### config.mk
export PLATFORM = sky130hd
export DESIGN_NAME = aspect_ram
export DESIGN_NICKNAME = d
export VERILOG_FILES = /design/src/rtl/aspect_ram_pkg.sv /design/src/rtl/aspect_ram_addr_map.sv /design/src/rtl/aspect_ram_store.sv /design/src/rtl/aspect_ram_rd_fmt.sv /design/src/rtl/aspect_ram.sv
export SDC_FILE = /design/constraint.sdc
export NUM_CORES = 2
export LEC_CHECK = 0
export ABC_CLOCK_PERIOD_IN_PS = 2400
export CORE_MARGIN = 8
export CORE_UTILIZATION = 30
export DETAILED_ROUTE_END_ITERATION = 16
export SETUP_SLACK_MARGIN = 0.05
export SLEW_MARGIN = 0
export SYNTH_ARGS = -nofsm -noshare
export SYNTH_HDL_FRONTEND = slang
export SYNTH_SLANG_ARGS = --single-unit
export TNS_END_PERCENT = 30
### constraint.sdc
create_clock -name clk -period 2.4 [get_ports clk]
set_input_delay 0.48 -clock clk [delete_from_list [all_inputs] [get_ports clk]]
set_output_delay 0.48 -clock clk [all_outputs]
set_load 0.05 [all_outputs]
### src/rtl/aspect_ram_pkg.sv
package aspect_ram_pkg;

  typedef enum logic [1:0] {
    ORG_WIDE   = 2'b00,
    ORG_NARROW = 2'b01,
    ORG_RSV_A  = 2'b10,
    ORG_RSV_B  = 2'b11
  } org_e;

  // Only the narrow code selects the 9-bit view; every other code is wide.
  function automatic logic org_is_narrow(input logic [1:0] code);
    return code == ORG_NARROW;
  endfunction

  // Lane write enables: lane 0 is the low half, lane 1 the high half.
  function automatic logic [1:0] lane_enables(input logic fire,
                                              input logic narrow,
                                              input logic half);
    logic [1:0] en;
    en[0] = fire & (~narrow | ~half);
    en[1] = fire & (~narrow | half);
    return en;
  endfunction

endpackage

### src/rtl/aspect_ram_addr_map.sv
module aspect_ram_addr_map #(
  parameter int AW = 8
) (
  input  logic          narrow,
  input  logic [AW-1:0] addr,
  output logic [AW-2:0] row,
  output logic          half
);
  localparam int RW = AW - 1;

  always_comb begin
    if (narrow) begin
      row  = addr[AW-1:1];
      half = addr[0];
    end else begin
      row  = addr[RW-1:0];
      half = 1'b0;
    end
  end
endmodule

### src/rtl/aspect_ram_store.sv
module aspect_ram_store #(
  parameter int ROWS   = 128,
  parameter int HALF_W = 9
) (
  input  logic                        clk,
  input  logic                        rst_n,
  input  logic [1:0]                  lane_wen,
  input  logic [$clog2(ROWS)-1:0]     wr_row,
  input  logic [2*HALF_W-1:0]         wr_word,
  input  logic                        rd_fire,
  input  logic [$clog2(ROWS)-1:0]     rd_row,
  output logic [2*HALF_W-1:0]         rd_word
);
  localparam int LANES = 2;

  for (genvar ln = 0; ln < LANES; ln++) begin : g_lane
    logic [HALF_W-1:0] mem [ROWS];
    logic [HALF_W-1:0] q;

    always_ff @(posedge clk) begin
      if (lane_wen[ln]) mem[wr_row] <= wr_word[ln*HALF_W +: HALF_W];
    end

    // Registered read samples the array before this edge's write: old data.
    always_ff @(posedge clk or negedge rst_n) begin
      if (!rst_n)       q <= '0;
      else if (rd_fire) q <= mem[rd_row];
    end

    assign rd_word[ln*HALF_W +: HALF_W] = q;
  end
endmodule

### src/rtl/aspect_ram_rd_fmt.sv
module aspect_ram_rd_fmt #(
  parameter int HALF_W = 9
) (
  input  logic                clk,
  input  logic                rst_n,
  input  logic                rd_fire,
  input  logic                narrow,
  input  logic                half,
  input  logic [2*HALF_W-1:0] row_q,
  output logic [2*HALF_W-1:0] rd_data
);
  logic narrow_q;
  logic half_q;

  always_ff @(posedge clk or negedge rst_n) begin
    if (!rst_n) begin
      narrow_q <= 1'b0;
      half_q   <= 1'b0;
    end else if (rd_fire) begin
      narrow_q <= narrow;
      half_q   <= half;
    end
  end

  always_comb begin
    if (narrow_q)
      rd_data = {{HALF_W{1'b0}},
                 half_q ? row_q[2*HALF_W-1:HALF_W] : row_q[HALF_W-1:0]};
    else
      rd_data = row_q;
  end
endmodule

### src/rtl/aspect_ram.sv
module aspect_ram #(
  parameter int ROWS  = 128,
  parameter int ROW_W = 18,
  parameter int AW    = $clog2(ROWS) + 1
) (
  input  logic             clk,
  input  logic             rst_n,
  input  logic [1:0]       org,
  input  logic             ce,
  input  logic             wr_en,
  input  logic [AW-1:0]    wr_addr,
  input  logic [ROW_W-1:0] wr_data,
  input  logic [AW-1:0]    rd_addr,
  output logic [ROW_W-1:0] rd_data
);
  import aspect_ram_pkg::*;

  localparam int HALF_W = ROW_W / 2;
  localparam int RW     = AW - 1;

  // Named internal events, brought out for the checker.
  logic          narrow;
  logic          wr_fire;
  logic          rd_fire;
  logic [RW-1:0] wr_row;
  logic [RW-1:0] rd_row;
  logic          wr_half;
  logic          rd_half;
  logic [1:0]    lane_wen;
  logic [ROW_W-1:0] wr_word;
  logic [ROW_W-1:0] row_q;

  assign narrow  = org_is_narrow(org);
  assign wr_fire = ce & wr_en;
  assign rd_fire = ce;

  aspect_ram_addr_map #(.AW(AW)) u_wmap (
    .narrow (narrow),
    .addr   (wr_addr),
    .row    (wr_row),
    .half   (wr_half)
  );

  aspect_ram_addr_map #(.AW(AW)) u_rmap (
    .narrow (narrow),
    .addr   (rd_addr),
    .row    (rd_row),
    .half   (rd_half)
  );

  assign lane_wen = lane_enables(wr_fire, narrow, wr_half);
  // In the narrow view the 9-bit word is replicated to both lanes.
  assign wr_word  = narrow ? {wr_data[HALF_W-1:0], wr_data[HALF_W-1:0]} : wr_data;

  aspect_ram_store #(.ROWS(ROWS), .HALF_W(HALF_W)) u_store (
    .clk      (clk),
    .rst_n    (rst_n),
    .lane_wen (lane_wen),
    .wr_row   (wr_row),
    .wr_word  (wr_word),
    .rd_fire  (rd_fire),
    .rd_row   (rd_row),
    .rd_word  (row_q)
  );

  aspect_ram_rd_fmt #(.HALF_W(HALF_W)) u_fmt (
    .clk     (clk),
    .rst_n   (rst_n),
    .rd_fire (rd_fire),
    .narrow  (narrow),
    .half    (rd_half),
    .row_q   (row_q),
    .rd_data (rd_data)
  );
endmodule

# After elaboration in Yosys (flattened, before gate mapping)
# Memories as Yosys holds them, arrays and structs flattened. A register that Yosys moved wholly into a read port is not among the register bits.
# Cells that the tools add are included.
# totals
input_bits	40
ram_bits	2304
word_cells	25
output_inout_bits	18
reg_bits	2
memories	2
# memory_table
name	depth	width	read_ports	rd_clocked_by_memory_dff	wr	line	rtl
u_store.g_lane[0].mem	128	9	1	1	1	aspect_ram_store.sv:17	logic [HALF_W-1:0] mem [ROWS];
u_store.g_lane[1].mem	128	9	1	1	1	aspect_ram_store.sv:17	
# op_classes
n_bitwise	7
mux	11
n_eq_ne	1
n_reduce_logical	2
# op_table
cell	n
$mux 18	2
$mux 7	2
$mux 9	1
$mux 1	6
$and 1x1->1	3
$eq 2x1->1 const B	1
$logic_not 1->1	2
$not 1->1	2
$or 1x1->1	2

# Depth between registers and ports, before layout
# depth
depth_word	7
depth_mapped	14
depth_no_buf	9

# Hierarchy
# A second synthesis with hierarchy kept.
# unflattened
hier_cells	4648
area_unflattened_um2	91203.7
# by_module_without_submodules
module	seq_area_each_um2	cells_each	n_inst	area_each_um2
aspect_ram_store	69636.8	4591	1	90530.6
aspect_ram_addr_map	0.0	9	2	123.9
aspect_ram_rd_fmt	50.0	24	1	246.5
aspect_ram	0.0	15	1	178.9

# Least setup slack after synthesis
# OpenSTA, ideal clock, no wires.
# synth_timing
path_type	input to register
from	input org[1]
to	memory u_store.g_lane[1].mem[0][0] (data pin)
setup_time_ns	0.511
t_arrival_ns	3.293
slack_ns	-1.404
path_buffers	5
stages	8
required_time_ns	1.889
cell_sequence	and2b_4 buf_6 buf_2 buf_2 buf_2 buf_1 nand2_1 nand2_1
# synth_between
elab_chain_cells	2
# synth_lines
element	line	rtl
from (decl)	aspect_ram.sv:8	input logic [1:0] org,
$eq 2x1->1	aspect_ram_pkg.sv:12	return code == ORG_NARROW;
$mux 18	aspect_ram.sv:53	assign wr_word = narrow ? {wr_data[HALF_W-1:0], wr_data[HALF_W-1:0]} : wr_data;
via u_store.wr_word[9]	aspect_ram_store.sv:9	input logic [2*HALF_W-1:0] wr_word,
to (decl)	aspect_ram_store.sv:17	
# The timed path passes the listed nets, and every way through them passes these cells.

# Worst setup path in the final report
# layout_timing
from	input rd_addr[2]
to	register u_store.g_lane[1].q[0] (read register of u_store.g_lane[1].mem)
# layout_between
elab_chain_cells	1
# layout_lines
element	line	rtl
from (decl)	aspect_ram.sv:13	input logic [AW-1:0] rd_addr,
$mux 7	aspect_ram_addr_map.sv:12	if (narrow) begin
to (decl)	aspect_ram_store.sv:18	logic [HALF_W-1:0] q;
# Every way passes these cells.
# A chain may end at the register's enable or synchronous reset.

==> run_results.csv <==
group,metric,value,unit
run_status,status,"finished with violations",
run_status,violations,"negative setup slack",
synthesis,yosys_warnings,0,
synthesis,synth-seq-cells,2324,
setup_path,crit_type,"input port to flop",
synthesis,synth_nets,5715,
cts,clock-sinks,2324,
synthesis,synthTopCellsByCount,"edfxtp_1 (2304), nor2_1 (595), o22ai_1 (368)",
timing,relSlewSlack,47.6,%
setup_path,crit_fanout,12,
timing,hold_viol,0,
cts,cts_tree,"done",
cells_and_area,stdcell_count,11293,
synthesis,synth.area.top_cells,"edfxtp_1 (75%), mux4_2 (5.2%), o221ai_1 (2.9%), o22ai_1 (2.5%), nor2_1 (2.4%)",
cts,cts_buffers,223,
floorplan,chipWidth,572,um
flow_run,drv_cap,0,
timing,setup_tns,-2.31,ns
floorplan,rows,204,
setup_path,crit_path_max_incr_delay,0.63,ns
timing,grt_setup_unrepaired,"true",
cts,clkLatencyLatePin,0.90,ns
cts,cts.path.max_buffers,3,
detailed_routing,wl,344000,um
synthesis,yosysSeqAreaShare,75.2,%
grt,track_usage,20.0,%
pwr,power_density,762,nW/um2
floorplan,initial_core_util,30.1,%
detailed_routing,drtAntennaViolNets,0,
setup_path,cp-end-kind,"flop",
grt,grt_pass1_wl,475000,um
cts,cts-root-buf,"clkbuf_16",
synthesis,synth_edf_count,2304,
cts,cts.reportedPaths.clkPinSlew,0.06,ns
place,dp.final_hpwl,225000,um
timing,layout_setup_ws,-0.260,ns
floorplan,die_area,327000,um2
timing,finClkSkew,0.0401,ns
synthesis,yosysMostFrequentCell,"edfxtp_1",
place,routabilityCongestion,0.950,
floorplan,ioPinCount,58,
detailed_routing,vias,64277,
floorplan,dieHeight,572,um
setup_path,cp_top_family,"compound AO/OA/AOI/OAI gates",
synthesis,synth-main-ff-cell,"edfxtp_1",
grt,grt_pass1_vias,61754,
setup_path,cp-start-kind,"input port",
setup_path,arrival,3.39,ns
min_path,hold_class,"input port to flop",
pwr,p_leak,0.0402,uW
place,portBuffers,57,
cells_and_area,syn_to_final_growth,33.8,%
timing,min_period,2.66,ns
pwr,peakVddDrop,0.649,mV
timing,drv_slew,0,
synthesis,syn_area,92700,um2
synthesis,netlist_instances,5675,
place,dpl_worst_slack,-2.43,ns
cells_and_area,layout-drive-gt1-share,37.2,%
grt,grt_max_degree,129,
timing,max_freq,376,MHz
cts,h-tree-depth,4,
detailed_routing,drt_pass1_iterations,8,
place,placed_cells,10661,
detailed_routing,routedWlPerCell,30.5,um
synthesis,synth_top_area_share,74.6,%
detailed_routing,first_iter_violations,10296,
setup_path,crit_chain,"buf_4, buf_4, buf_4, nand2b_1, buf_4, o21ai_0, nand2_1, o221ai_1, a21oi_1, o21ai_0, a21oi_1, o41ai_4, o311ai_1",
timing,setup_viol,30,
timing,finalCritPeriodShare,111,%
timing,tightestPinTransition,0.786,ns
cells_and_area,nNetsFinal,7013,
cells_and_area,fin_util,40.3,%
floorplan,core,308000,um2
detailed_routing,avgViaCountPerCell,5.69,
detailed_routing,drc,0,
setup_path,cp.buffers_inverters,4,
setup_path,required,3.13,ns
synthesis,async_flop_share,0.861,%
synthesis,synth_cell_types,91,
synthesis,yosysTopAreaCell,"edfxtp_1",
synthesis,avgSynthCellArea,16.3,um2
setup_path,path_common_cell,"buf_4",
setup_path,critPathSlowestCell,"o41ai_4",
grt,grt-ovfl-total,0,
grt,antenna_found_initial,11,
per-stage QoR:
step	instance area, um2	hold slack (ns)	power (uW)
detailed placement	110000	0.525	56000
floorplan	93300	0.184	50200
global placement	110000	0.525	55900
finish	124000	0.0680	94500
global route	124000	0.0306	96400
CTS	122000	0.0116	93800
final cells by class:
type | instances | area [um2]
fill | 27407 | 184000
clock buffer | 250 | 5740
sequential | 2324 | 69700
timing repair buffer | 1517 | 17400
multi-input combinational | 2895 | 24000
inverter | 12 | 45.0
antenna | 3 | 7.51
tap | 4120 | 5150
clock inverter | 172 | 2020
state kept, by name, indices dropped and copies added (netlist names):
signal and cells:
u_store.g_lane.q 18, u_fmt.narrow_q 1, u_store.g_lane.mem 2304, u_fmt.half_q 1
kinds of logic after synthesis:
group | count (synthesis) | share of synthesized area, %
flip-flops | 2324 | 75.2
buffers and inverters | 459 | 2.52
AO/OA/AOI/OAI | 1558 | 11.8
multiplexers | 253 | 5.63
AND/OR/NAND/NOR | 1081 | 4.92
layer usage:
| metal | vias to the layer above | GRT usage (%) | wire length, um |
|---|---|---|---|
| met5 | - | 0 | 62 |
| met4 | 8 | 11.0 | 22900 |
| met3 | 862 | 4.07 | 38800 |
| met2 | 4564 | 31.0 | 155000 |
| met1 | 32864 | 26.3 | 128000 |
| li1 | 25979 | - | - |
report_power, final:
group,internal [uW],switching [uW]
clock network,21300,15900
logic,4900,7180
registers,44900,298
total,71100,23300
final timing paths:
| path | slack [ns] | from | depth (start not counted) | to |
|---|---|---|---|---|
| max | -0.26 | rd_addr[2] | 13 | u_store.g_lane[1].q[0] |
| min | 0.07 | wr_data[2] | 1 | u_store.g_lane[0].mem[115][2] |
| max reg2reg | 0.12 | u_store.g_lane[1].mem[10][2] | 9 | u_store.g_lane[1].q[2] |
| min reg2reg | 0.69 | u_store.g_lane[1].q[3] | 2 | u_store.g_lane[1].q[3] |
| max in group asynchronous | 1.39 | rst_n | 3 | u_store.g_lane[0].q[3] |
| min in group asynchronous | 0.57 | rst_n | 3 | u_store.g_lane[1].q[3] |
what timing repair did:
| item | 4_1_cts | 5_1_grt |
|---|---|---|
| gates cloned | 31 | 10 |
| pin swaps | 104 | 128 |
| setup endpoints to repair | 2338 | 969 |
| hold buffers | 3 | 0 |
| hold endpoints to repair | 37 | 0 |
| buffers inserted | 117 | 69 |
| resized for setup | 438 | 345 |
cells in the final DEF, fill, tap and decap left out, types with 23 or more instances in the layout:
| cell type | synthesis | final |
|---|---|---|
| a211o_1 | 26 | 26 |
| a211oi_1 | 197 | 110 |
| a211oi_2 | 4 | 80 |
| a21oi_1 | 212 | 177 |
| a21oi_2 | 1 | 29 |
| a221o_1 | 26 | 25 |
| buf_12 | 3 | 340 |
| buf_16 | 0 | 31 |
| buf_4 | 42 | 962 |
| buf_6 | 19 | 101 |
| buf_8 | 2 | 29 |
| bufinv_16 | 0 | 37 |
| clkbuf_16 | 0 | 232 |
| clkdlybuf4s50_1 | 0 | 24 |
| clkinv_1 | 0 | 46 |
| clkinv_2 | 0 | 46 |
| edfxtp_1 | 2304 | 2304 |
| mux2i_1 | 25 | 23 |
| mux4_2 | 213 | 213 |
| nand2_1 | 245 | 220 |
| nand3_1 | 48 | 40 |
| nor2_1 | 595 | 387 |
| nor2_2 | 2 | 169 |
| nor2_4 | 0 | 41 |
| nor3_1 | 73 | 41 |
| nor3_2 | 0 | 27 |
| o211ai_1 | 25 | 25 |
| o21ai_0 | 201 | 153 |
| o21ai_1 | 8 | 37 |
| o221ai_1 | 303 | 277 |
| o221ai_2 | 0 | 25 |
| o22ai_1 | 368 | 356 |
Note: power is estimated with default switching activity, not from simulation.
